### src/rtl/wdt_pkg.sv
package wdt_pkg;
  typedef enum logic {
    WDT_MODE_SINGLE = 1'b0,
    WDT_MODE_PAIRED = 1'b1
  } wdt_mode_e;

  localparam int WDT_PRE_W_DEF = 8;
  localparam int WDT_CNT_W_DEF = 8;
endpackage

### src/rtl/wdt_clear_arbiter.sv
module wdt_clear_arbiter
  import wdt_pkg::*;
(
  input  logic      clk,
  input  logic      rst_n,
  input  wdt_mode_e mode,
  input  logic      clr_one,
  input  logic      clr_a,
  input  logic      clr_b,
  output logic      clear_fire
);
  logic pend_a, pend_b;
  logic have_a, have_b;
  logic fire_single, fire_paired;

  assign have_a      = clr_a | pend_a;
  assign have_b      = clr_b | pend_b;
  assign fire_single = (mode == WDT_MODE_SINGLE) & clr_one;
  assign fire_paired = (mode == WDT_MODE_PAIRED) & have_a & have_b;
  assign clear_fire  = fire_single | fire_paired;

  always_ff @(posedge clk) begin
    if (!rst_n || mode != WDT_MODE_PAIRED || fire_paired) begin
      pend_a <= 1'b0;
      pend_b <= 1'b0;
    end else begin
      pend_a <= have_a;
      pend_b <= have_b;
    end
  end

  AST_NO_DOUBLE_PEND: assert property (@(posedge clk) disable iff (!rst_n)
    !(pend_a && pend_b));
  AST_HALF_NO_FIRE: assert property (@(posedge clk) disable iff (!rst_n)
    (mode == WDT_MODE_PAIRED && clr_a && !clr_b && !pend_b) |-> !clear_fire);
  AST_ONE_IGNORED: assert property (@(posedge clk) disable iff (!rst_n)
    (mode == WDT_MODE_PAIRED && clr_one && !have_a) |-> !clear_fire);
  AST_PAIR_IGNORED: assert property (@(posedge clk) disable iff (!rst_n)
    (mode == WDT_MODE_SINGLE && !clr_one) |-> !clear_fire);
  AST_PEND_DROPPED: assert property (@(posedge clk) disable iff (!rst_n)
    fire_paired |=> (!pend_a && !pend_b));
endmodule

### src/rtl/wdt_prescaler.sv
module wdt_prescaler #(
  parameter int PRE_W = 8
) (
  input  logic clk,
  input  logic rst_n,
  input  logic halt,
  input  logic clear,
  output logic tick
);
  localparam logic [PRE_W-1:0] PRE_LAST = {PRE_W{1'b1}};

  logic [PRE_W-1:0] pre_q;

  assign tick = !halt && !clear && (pre_q == PRE_LAST);

  always_ff @(posedge clk) begin
    if (!rst_n || halt || clear) pre_q <= '0;
    else                         pre_q <= pre_q + 1'b1;
  end

  AST_HALT_PRE_ZERO: assert property (@(posedge clk) disable iff (!rst_n)
    halt |=> (pre_q == '0));
  AST_CLEAR_PRE_ZERO: assert property (@(posedge clk) disable iff (!rst_n)
    clear |=> (pre_q == '0));
endmodule

### src/rtl/wdt_main_counter.sv
module wdt_main_counter #(
  parameter int CNT_W = 8
) (
  input  logic             clk,
  input  logic             rst_n,
  input  logic             halt,
  input  logic             clear,
  input  logic             tick,
  output logic             wrap,
  output logic [CNT_W-1:0] count
);
  localparam logic [CNT_W-1:0] CNT_LAST = {CNT_W{1'b1}};

  logic [CNT_W-1:0] cnt_q;

  assign wrap  = tick && (cnt_q == CNT_LAST);
  assign count = cnt_q;

  always_ff @(posedge clk) begin
    if (!rst_n || clear) cnt_q <= '0;
    else if (tick)       cnt_q <= cnt_q + 1'b1;
  end

  AST_HALT_FREEZE: assert property (@(posedge clk) disable iff (!rst_n)
    (halt && !clear) |=> $stable(cnt_q));
  AST_HALT_NO_WRAP: assert property (@(posedge clk) disable iff (!rst_n)
    halt |-> !wrap);
endmodule

### src/rtl/wdog_pair_clear.sv
module wdog_pair_clear
  import wdt_pkg::*;
#(
  parameter int PRE_W = WDT_PRE_W_DEF,
  parameter int CNT_W = WDT_CNT_W_DEF
) (
  input  logic clk,
  input  logic rst_n,
  input  logic dual_mode_i,
  input  logic clr_one_i,
  input  logic clr_a_i,
  input  logic clr_b_i,
  input  logic halt_i,
  output logic timeout_o,
  output logic to_flag_o
);
  wdt_mode_e        mode;
  logic             clear_fire;
  logic             tick;
  logic             wrap;
  logic [CNT_W-1:0] count;
  logic             timeout_q, flag_q;

  assign mode = wdt_mode_e'(dual_mode_i);

  wdt_clear_arbiter u_arb (
    .clk        (clk),
    .rst_n      (rst_n),
    .mode       (mode),
    .clr_one    (clr_one_i),
    .clr_a      (clr_a_i),
    .clr_b      (clr_b_i),
    .clear_fire (clear_fire)
  );

  wdt_prescaler #(.PRE_W(PRE_W)) u_pre (
    .clk   (clk),
    .rst_n (rst_n),
    .halt  (halt_i),
    .clear (clear_fire),
    .tick  (tick)
  );

  wdt_main_counter #(.CNT_W(CNT_W)) u_cnt (
    .clk   (clk),
    .rst_n (rst_n),
    .halt  (halt_i),
    .clear (clear_fire),
    .tick  (tick),
    .wrap  (wrap),
    .count (count)
  );

  always_ff @(posedge clk) begin
    if (!rst_n) begin
      timeout_q <= 1'b0;
      flag_q    <= 1'b0;
    end else begin
      timeout_q <= wrap;
      if (clear_fire) flag_q <= 1'b0;
      else if (wrap)  flag_q <= 1'b1;
    end
  end

  assign timeout_o = timeout_q;
  assign to_flag_o = flag_q;

  AST_PULSE_SINGLE: assert property (@(posedge clk) disable iff (!rst_n)
    timeout_o |=> !timeout_o);
  AST_RESTART_ZERO: assert property (@(posedge clk) disable iff (!rst_n)
    timeout_o |-> (count == '0));
  AST_FLAG_WITH_PULSE: assert property (@(posedge clk) disable iff (!rst_n)
    timeout_o |-> to_flag_o);
  AST_CLEAR_WINS: assert property (@(posedge clk) disable iff (!rst_n)
    clear_fire |=> (!timeout_o && !to_flag_o));
endmodule

### config.mk
export PLATFORM = sky130hd
export DESIGN_NAME = wdog_pair_clear
export DESIGN_NICKNAME = d
export VERILOG_FILES = /design/src/rtl/wdt_pkg.sv /design/src/rtl/wdt_clear_arbiter.sv /design/src/rtl/wdt_prescaler.sv /design/src/rtl/wdt_main_counter.sv /design/src/rtl/wdog_pair_clear.sv
export SDC_FILE = /design/constraint.sdc
export NUM_CORES = 1
export LEC_CHECK = 0
export ABC_CLOCK_PERIOD_IN_PS = 2100
export BUFFER_PORTS_ARGS = -buffer_cell sky130_fd_sc_hd__buf_2
export CORE_MARGIN = 3
export CORE_UTILIZATION = 54
export DETAILED_ROUTE_END_ITERATION = 6
export HOLD_SLACK_MARGIN = 0.06
export MAX_ROUTING_LAYER = met4
export PLACE_DENSITY = 0.72
export REMOVE_ABC_BUFFERS = 1
export SYNTH_ARGS = -nofsm -noshare
export SYNTH_HDL_FRONTEND = slang
export SYNTH_SLANG_ARGS = --single-unit
### constraint.sdc
create_clock -name clk -period 2.1 [get_ports clk]
set_clock_uncertainty 0.15 [all_clocks]
set_input_delay 0.42 -clock clk [delete_from_list [all_inputs] [get_ports clk]]
set_output_delay 0.42 -clock clk [all_outputs]
set_load 0.05 [all_outputs]
==> results of run 1 <==
[cells by family (layout without fill, tap and decap cells)]
| family | Yosys count | after routing |
|---|---|---|
| AO/OA/AOI/OAI | 7 | 7 |
| XOR/XNOR | 12 | 12 |
| flip-flops | 20 | 20 |
| adder cells (fa/ha/maj) | 2 | 2 |
| AND/OR/NAND/NOR | 50 | 50 |
| buffers and inverters | 5 | 18 |
[worst max-delay path: stages, from the launching register on]
cell and delay, ns:
dfxtp_1 0.41, ha_1 0.27, nand4b_2 0.12, or3_1 0.32, or4_1 0.41, a21oi_1 0.15
[placed cells by master (no fill, tap or decap)]
cell       count
nor2_1        20
dfxtp_1       20
nand3_1        9
xnor2_1        9
buf_2          8
nand2_1        5
inv_1          4
nor3_1         3
a21oi_1        3
xor2_1         3
nor4_1         3
clkbuf_4       3
o21ai_0        2
nand4_1        2
ha_1           2
buf_4          2
o221ai_1       1
or2b_2         1
nand4_4        1
nand4b_2       1
or2_2          1
and3_2         1
and3_1         1
or3_1          1
o31ai_1        1
or4_1          1
bufinv_16      1
[cell type report]
type / count / area [sq um]
Multi-Input combinational cell: 71 / 435
Tap cell: 15 / 18.8
Timing Repair Buffer: 10 / 55.1
Sequential cell: 20 / 400
Clock inverter: 1 / 30.0
Inverter: 4 / 15.0
Fill cell: 127 / 422
Clock buffer: 3 / 22.5
[power breakdown]
| part | internal, uW | switching, uW | leakage [uW] |
|---|---|---|---|
| sequential | 382 | 2.36 | 0.000161 |
| clock | 193 | 114 | 0.0000279 |
| combinational | 11.1 | 15.6 | 0.000185 |
| total | 586 | 132 | 0.000374 |
[sequential cells by signal (all words and copies together) (netlist names)]
name and count:
timeout_o 1, u_cnt.count 8, to_flag_o 1, u_pre.pre_q 8, u_arb.pend_b 1, u_arb.pend_a 1
[how the worst min path moves through the flow]
stage | end | slack [ns] | cells past startpoint
2_1_floorplan | u_arb.pend_b$_SDFF_PP0_ | 0.26 | 1
3_3_place_gp | to_flag_o$_SDFFE_PP0P_ | 0.28 | 2
3_5_place_dp | to_flag_o$_SDFFE_PP0P_ | 0.28 | 2
4_1_cts | u_arb.pend_b$_SDFF_PP0_ | 0.15 | 2
5_1_grt | u_arb.pend_b$_SDFF_PP0_ | 0.13 | 2
6_report | u_arb.pend_b$_SDFF_PP0_ | 0.15 | 2
[routing by layer]
metal  global-route usage, %  up-vias  routed length [um]
met5                       -        -                   0
met1                    17.0      325                 581
li1                        -      353                   -
met2                    34.8       22                 803
met4                    6.25        0                  17
met3                    7.91        2                 117
[metrics by stage]
stage	std cells	setup WS (ns)	total power, uW	hold WS (ns)
2_1_floorplan	95	0.243	406	0.265
5_1_grt	124	0.107	754	0.128
3_5_place_dp	120	0.244	419	0.284
6_report	124	0.193	718	0.148
4_1_cts	124	0.198	731	0.147
3_3_place_gp	120	0.315	419	0.282
==> flow_metrics.tcl, run 1 <==
set metrics [dict create \
    ir_worst_vdd_v 0.000598 \
    p_leak_uw 0.000374 \
    slew_violations 0 \
    hold_start "clr_a_i" \
    path_max_fanout 5 \
    min_period_ns 1.91 \
    cts_tree "done" \
    hold_violations 0 \
    critPathLaunchType "flip-flop" \
    synth_async_sr_flop_share_pct 0 \
    relSlewSlack_pct 79.7 \
    synth_simple_gate_area_share_pct 30.9 \
    ys_types 24 \
    cts_sinks 20 \
    drive_gt1_share_pct 17.4 \
    worst_ep_arrival_time_ns 1.99 \
    core-area_sq_um 1400 \
    tightest_slew_ns 0.302 \
    placedInstanceArea_sq_um 925 \
    drc 0 \
    vias_per_cell 5.66 \
    die_h_um 45.8 \
    rr_startpoint "u_pre.pre_q[0]$_SDFF_PP0_" \
    fin_crit_sh_pct 90.8 \
    cap_violations 0 \
    r2r-end "u_cnt.count[6]$_SDFFE_PP0P_" \
    num_vias 702 \
    cts_buffers 3 \
    hold_path_class "in -> reg" \
    nNetsFinal 119 \
    reg2reg_depth 5 \
    fin_tns_setup_ns 0 \
    htreeDepth 1 \
    fmax_ghz 0.524 \
    synth_xor_area_share_pct 12.3 \
    synth_edf_count 0 \
    cp.required_ns 2.19 \
    syn_area_per_cell_sq_um 8.90 \
    dominantRegCellSynth "dfxtp_1" \
    seq_area_frac_synth_pct 46.9 \
    synth-compound-area-share_pct 4.83 \
    layout-area-overhead-vs-synth_pct 14.3 \
    cts_resized 0 \
    insertion_delay_ns 0.30 \
    ant_nets 0 \
    start_util_pct 61.1 \
    grt-ovfl-total 0 \
    synth_common_cells "dfxtp_1 (20), nor2_1 (20), nand3_1 (9), xnor2_1 (9), nand2_1 (5)" \
    path_clk_slew_ns 0.11 \
    fin_area_sq_um 977 \
    cts_root_buf "clkbuf_4" \
    setup_viol 0 \
    endpoint_kind "flip-flop" \
    holdBufCountCts 0 \
    n_antenna_cell 0 \
    post_cts_buffers 0 \
    drt-initial-drc-count 5 \
    outcome "finished clean" \
    grt_pass1_wl_mm 2.71 \
    antenna_found_initial 0 \
    synth_top_area_cell "dfxtp_1" \
    netlist_area_sq_um 855 \
    worstSetupPathType "reg -> reg" \
    route.detailed.wl_per_inst_um 12.3 \
    placementRows 13 \
    totalWireLength_mm 1.52 \
    dieArea_sq_um 2100 \
    port_buffers 8 \
    rsz0062_at_grt "no" \
    cp-startpoint "u_pre.pre_q[0]$_SDFF_PP0_" \
    yosysWarnings 0 \
    synth_top_family_by_area "simple AND/OR/NAND/NOR gates" \
    ios 9 \
    synth_area_leaders "dfxtp_1 (47%), xnor2_1 (9.2%), nor2_1 (8.8%)" \
    grt_pass1_vias 685 \
    grt_max_degree 13 \
    synthMuxAreaShare_pct 0 \
    place.gp.congestion 0.712 \
    ys_ff_latch 20 \
    p_per_area_nw_per_um2 735 \
    firstDrtPassIters 4 \
    synth_top_cell_area_share_pct 46.9 \
    clockBufferDepth 2 \
    hpwlAfterDp_mm 1.10 \
    reg2reg_slack_ns 0.19 \
    grtUsageTotal_pct 18.8 \
    endpoint "u_cnt.count[6]$_SDFFE_PP0P_" \
    synthAdderAreaFrac_pct 2.93 \
    final_util_pct 69.9 \
    die_w_um 45.8 \
    synth_cells 96 \
]
(Power assumes the default switching activity.)
==> run 2: changes to the inputs <==
--- a/config.mk
+++ b/config.mk
@@ -8,11 +8,11 @@
 export ABC_CLOCK_PERIOD_IN_PS = 2100
 export BUFFER_PORTS_ARGS = -buffer_cell sky130_fd_sc_hd__buf_2
 export CORE_MARGIN = 3
-export CORE_UTILIZATION = 54
+export CORE_UTILIZATION = 29
 export DETAILED_ROUTE_END_ITERATION = 6
 export HOLD_SLACK_MARGIN = 0.06
 export MAX_ROUTING_LAYER = met4
-export PLACE_DENSITY = 0.72
+export PLACE_DENSITY = 0.43
 export REMOVE_ABC_BUFFERS = 1
 export SYNTH_ARGS = -nofsm -noshare
 export SYNTH_HDL_FRONTEND = slang
==> run 2 against run 1 <==
Against the previous run:
- sequential share of layout area decreased by 0.82 points
- fmax is 3.3% higher
- clock power increased by 3%
- combinational power about the same
- sequential cell count unchanged
- first-iteration DRC count rose to 3.6 times the previous value
- total power grew 1.2%
- sequential power is essentially flat
- via count is 4.4% lower
- critical path type unchanged
- critical endpoint unchanged
==> flow_metrics.tcl, run 2 (synthesized netlist as in run 1, its figures left out) <==
set metrics [dict create \
    start_util_pct 30.7 \
    relSlewSlack_pct 77.3 \
    insertion_delay_ns 0.31 \
    worstSetupPathType "reg -> reg" \
    hpwlAfterDp_mm 1.20 \
    cap_violations 0 \
    setup_viol 0 \
    clockBufferDepth 2 \
    slew_violations 0 \
    placementRows 19 \
    die_h_um 60.3 \
    path_clk_slew_ns 0.12 \
    rsz0062_at_grt "no" \
    p_per_area_nw_per_um2 729 \
    place.gp.congestion 0.733 \
    cts_tree "done" \
    worst_ep_arrival_time_ns 1.95 \
    final_cell_mix "nor2_1 (20), dfxtp_1 (20), nand3_1 (9), xnor2_1 (9), buf_2 (8)" \
    fillers 288 \
    core-area_sq_um 2780 \
    dieArea_sq_um 3630 \
    n_antenna_cell 0 \
    stdcell_count 140 \
    cts_resized 0 \
    grt_pass1_vias 636 \
    tightest_slew_ns 0.337 \
    ir_worst_vdd_v 0.000370 \
    grt_pass1_wl_mm 2.82 \
    multi_input_area_sq_um 435 \
    layout-area-overhead-vs-synth_pct 16.7 \
    min_period_ns 1.85 \
    endpoint_kind "flip-flop" \
    post_cts_buffers 0 \
    grt_max_degree 13 \
    die_w_um 60.3 \
    drive_gt1_share_pct 17.4 \
    nNetsFinal 119 \
    ios 9 \
    fin_crit_sh_pct 87.9 \
    grt-ovfl-total 0 \
    htreeDepth 1 \
    outcome "finished clean" \
    hold_violations 0 \
    holdBufCountCts 0 \
    critPathLaunchType "flip-flop" \
    path_max_fanout 5 \
    fmax_ghz 0.542 \
    drc 0 \
    drt-initial-drc-count 18 \
    cts_sinks 20 \
    cts_buffers 3 \
    cp.required_ns 2.20 \
    antenna_found_initial 0 \
    dp_cells 136 \
    hold_path_class "in -> reg" \
    port_buffers 8 \
    route.detailed.wl_per_inst_um 11.5 \
    grtUsageTotal_pct 10.8 \
    seqCellArea_sq_um 400 \
    p_leak_uw 0.000374 \
    ant_nets 0 \
    fin_tns_setup_ns 0 \
    vias_per_cell 4.79 \
    num_vias 671 \
    firstDrtPassIters 4 \
    totalWireLength_mm 1.62 \
    cts_root_buf "clkbuf_4" \
]
## run 2: path summary, 6_finish.rpt
path	slack, ns	cells after the start	to	from
setup reg to reg	0.25	5	u_cnt.count[6]$_SDFFE_PP0P_	u_pre.pre_q[0]$_SDFF_PP0_
setup / recovery	0.25	5	u_cnt.count[6]$_SDFFE_PP0P_	u_pre.pre_q[0]$_SDFF_PP0_
hold reg to reg	0.31	1	u_arb.pend_b$_SDFF_PP0_	u_arb.pend_a$_SDFF_PP0_
hold / removal	0.14	2	u_arb.pend_b$_SDFF_PP0_	clr_a_i
## run 2: critical path, cell delays in order (launching register included)
cell and delay, ns:
dfxtp_1 0.40, ha_1 0.26, nand4b_2 0.12, or3_1 0.33
or4_1 0.40, a21oi_1 0.14
## run 2: layout make-up
type                       count  area share, %
multi-input combinational     71           43.7
sequential                    20           40.2
timing repair buffer          10           5.52
tap                           31           3.89
clock inverter                 1           3.01
clock buffer                   3           2.26
inverter                       4           1.51
## run 2: report_power, final
| part | internal, uW | switching (uW) |
|---|---|---|
| sequential | 382 | 2.35 |
| combinational | 11.1 | 15.5 |
| clock | 193 | 123 |
| total | 586 | 141 |
## run 2: routing by layer
| metal | GRT usage [%] | vias up | share of wire [%] |
|---|---|---|---|
| met5 | - | - | 0 |
| met4 | 4.75 | 0 | 0.87 |
| met3 | 2.59 | 2 | 5.7 |
| met2 | 14.2 | 12 | 42 |
| met1 | 15.4 | 301 | 51 |
| li1 | - | 356 | - |
## run 2: through the flow
stage	hold slack [ns]	total power, uW	util [%]	setup slack [ns]	instance area, sq um
2_1_floorplan	0.265	406	-	0.243	851
3_3_place_gp	0.285	420	34.0	0.297	945
3_5_place_dp	0.293	420	34.0	0.238	945
4_1_cts	0.124	739	35.9	0.243	997
5_1_grt	0.115	760	35.9	0.148	997
6_report	0.136	727	35.9	0.254	997
==> run 3: changes to the inputs <==
--- a/config.mk
+++ b/config.mk
@@ -5,8 +5,10 @@
 export SDC_FILE = /design/constraint.sdc
 export NUM_CORES = 1
 export LEC_CHECK = 0
+export ABC_AREA = 1
 export ABC_CLOCK_PERIOD_IN_PS = 2100
 export BUFFER_PORTS_ARGS = -buffer_cell sky130_fd_sc_hd__buf_2
+export CAP_MARGIN = 0
 export CORE_MARGIN = 3
 export CORE_UTILIZATION = 29
 export DETAILED_ROUTE_END_ITERATION = 6
==> run 3 against run 2 <==
Against the previous run:
- critical path depth up 3
- synthesized cell count up 28%
- setup slack better by 0.27 ns
- wire length down 1.6%
- critical path type unchanged
- largest power group unchanged
- total power down 18%
- area after synthesis up 11%
==> flow_metrics.tcl, run 3 <==
set metrics [dict create \
    synth_top_family_by_area "simple AND/OR/NAND/NOR gates" \
    path_clk_slew_ns 0.11 \
    hold_violations 0 \
    reg2reg_slack_ns 0.53 \
    htreeDepth 1 \
    cts_root_buf "clkbuf_4" \
    ios 9 \
    r2r-end "u_cnt.count[6]$_SDFFE_PP0P_" \
    synth_simple_gate_area_share_pct 35.7 \
    final_cell_mix "inv_1 (22), dfxtp_1 (20), nand2_1 (19)" \
    placedInstanceArea_sq_um 1030 \
    grt-ovfl-total 0 \
    die_w_um 63.2 \
    hold_start "rst_n" \
    holdBufCountCts 0 \
    yosysWarnings 0 \
    num_vias 750 \
    crit_chain "ha_1 > nand3_2 > nor2_4 > nand3_2 > nor2_2 > nand2_1 > nand2_1 > nor2_1" \
    fmax_ghz 0.635 \
    synthMuxAreaShare_pct 0 \
    post_cts_buffers 0 \
    dominantRegCellSynth "dfxtp_1" \
    critPathLaunchType "flip-flop" \
    placementRows 20 \
    worstSetupPathType "reg -> reg" \
    final_common_cell "inv_1" \
    fillers 329 \
    rr_startpoint "u_pre.pre_q[0]$_SDFF_PP0_" \
    synthAdderAreaFrac_pct 2.64 \
    clockBufferDepth 2 \
    tightest_slew_ns 0.300 \
    hold_path_class "in -> reg" \
    cp_top_family "simple AND/OR/NAND/NOR gates" \
    fin_crit_sh_pct 75.0 \
    cts_sinks 20 \
    synth_top_cell_area_share_pct 42.3 \
    dp_cells 174 \
    whs_ns 0.220 \
    core-area_sq_um 3080 \
    setup_viol 0 \
    totalWireLength_mm 1.59 \
    synth_top_area_cell "dfxtp_1" \
    fin_area_sq_um 1050 \
    ant_nets 0 \
    path_max_fanout 4 \
    cts_buffers 3 \
    dieArea_sq_um 3990 \
    start_util_pct 30.8 \
    cts_tree "done" \
    path_depth 8 \
    cp.required_ns 2.15 \
    synth_edf_count 0 \
    synth_xor_area_share_pct 2.77 \
    fin_tns_setup_ns 0 \
    min_period_ns 1.57 \
    drc 0 \
    cp-startpoint "u_pre.pre_q[0]$_SDFF_PP0_" \
    power.total_uw 597 \
    seq_area_frac_synth_pct 42.3 \
    cap_violations 0 \
    syn_area_per_cell_sq_um 7.70 \
    firstDrtPassIters 4 \
    slew_violations 0 \
    endpoint "u_cnt.count[6]$_SDFFE_PP0P_" \
    synth_common_cells "inv_1 (22), dfxtp_1 (20), nand2_1 (19)" \
    insertion_delay_ns 0.28 \
    slowest_stage "dfxtp_1" \
    cts_resized 0 \
    ys_types 22 \
    stdcell_count 177 \
    antenna_found_initial 0 \
    reg2reg_depth 8 \
    netlist_area_sq_um 947 \
    p_leak_uw 0.000448 \
    nNetsFinal 144 \
    grtUsageTotal_pct 9.58 \
    grt_pass1_vias 720 \
    n_antenna_cell 0 \
    synth_cells 123 \
    hpwlAfterDp_mm 1.23 \
    drive_gt1_share_pct 18.8 \
    synth_most_common_cell "inv_1" \
    port_buffers 8 \
    cp_slowest_stage_delay_ns 0.39 \
    path_buf_inv 0 \
    die_h_um 63.2 \
    outcome "finished clean" \
    vias_per_cell 4.24 \
    place.gp.congestion 0.730 \
    synth_async_sr_flop_share_pct 0 \
    p_per_area_nw_per_um2 566 \
    synth_area_leaders "dfxtp_1 (42%), inv_1 (8.7%), nand2_1 (7.5%)" \
    ir_worst_vdd_v 0.000229 \
    rsz0062_at_grt "no" \
    grt_pass1_wl_mm 2.98 \
    drt-initial-drc-count 24 \
    grt_max_degree 11 \
    layout-area-overhead-vs-synth_pct 11.2 \
    relSlewSlack_pct 80.0 \
    endpoint_kind "flip-flop" \
    route.detailed.wl_per_inst_um 8.98 \
    worst_ep_arrival_time_ns 1.63 \
    synth-compound-area-share_pct 6.74 \
    ys_ff_latch 20 \
]
-- run 3: cell types whose count changed after synthesis, sizes merged, moves of 3 or more --
cell   before  now
inv         4   22
nand2       5   22
xnor2       9    2
a21oi       3    9
nor4        3    0
-- run 3: worst min-delay path, cell delays in order --
cell and delay (ns):
buf_2 0.12, inv_1 0.05, nor2_1 0.04
-- run 3: worst min path at each step --
stage | endpoint | slack [ns] | cells past startpoint
after floorplan | u_pre.pre_q[0]$_SDFF_PP0_ | 0.28 | 1
after global placement | u_pre.pre_q[0]$_SDFF_PP0_ | 0.29 | 1
after detailed placement | to_flag_o$_SDFFE_PP0P_ | 0.30 | 2
after CTS | timeout_o$_SDFF_PN0_ | 0.21 | 3
after global routing | timeout_o$_SDFF_PN0_ | 0.22 | 3
final | timeout_o$_SDFF_PN0_ | 0.22 | 3
-- run 3: cell families (layout without fill, tap and decap cells) --
group,Yosys count,after routing
AO/OA/AOI/OAI,12,12
XOR/XNOR,3,3
adder cells (fa/ha/maj),2,2
buffers and inverters,23,33
AND/OR/NAND/NOR,63,63
flip-flops,20,20
-- run 3: power by group --
group,switching (uW),leakage [uW],internal (uW)
logic,23.5,0.000273,11.8
registers,1.92,0.000162,382
clock network,110,0.0000138,66.6
total,136,0.000448,461
-- run 3: layer usage --
metal / share of wire, % / wire length [um] / global-route usage, %
met5: 0 / 0 / -
met4: 1.3 / 21 / 4.96
met3: 3.3 / 52 / 1.60
met2: 45 / 711 / 14.5
met1: 51 / 805 / 12.2
-- run 3: stage by stage --
| step | setup WS [ns] | utilization [%] |
|---|---|---|
| 6_report | 0.526 | 34.2 |
| 5_1_grt | 0.364 | 34.2 |
| 4_1_cts | 0.509 | 34.2 |
| 3_5_place_dp | 0.512 | 33.5 |
| 3_3_place_gp | 0.521 | 33.5 |
| 2_1_floorplan | 0.646 | - |
-- run 3: cell type report --
| type | count | area [sq um] | area share (%) |
|---|---|---|---|
| inverter | 22 | 82.6 | 7.84 |
| tap | 44 | 55.1 | 5.23 |
| sequential | 20 | 400 | 38.0 |
| clock buffer | 3 | 22.5 | 2.14 |
| multi-input combinational | 80 | 453 | 43.0 |
| timing repair buffer | 8 | 40.0 | 3.80 |
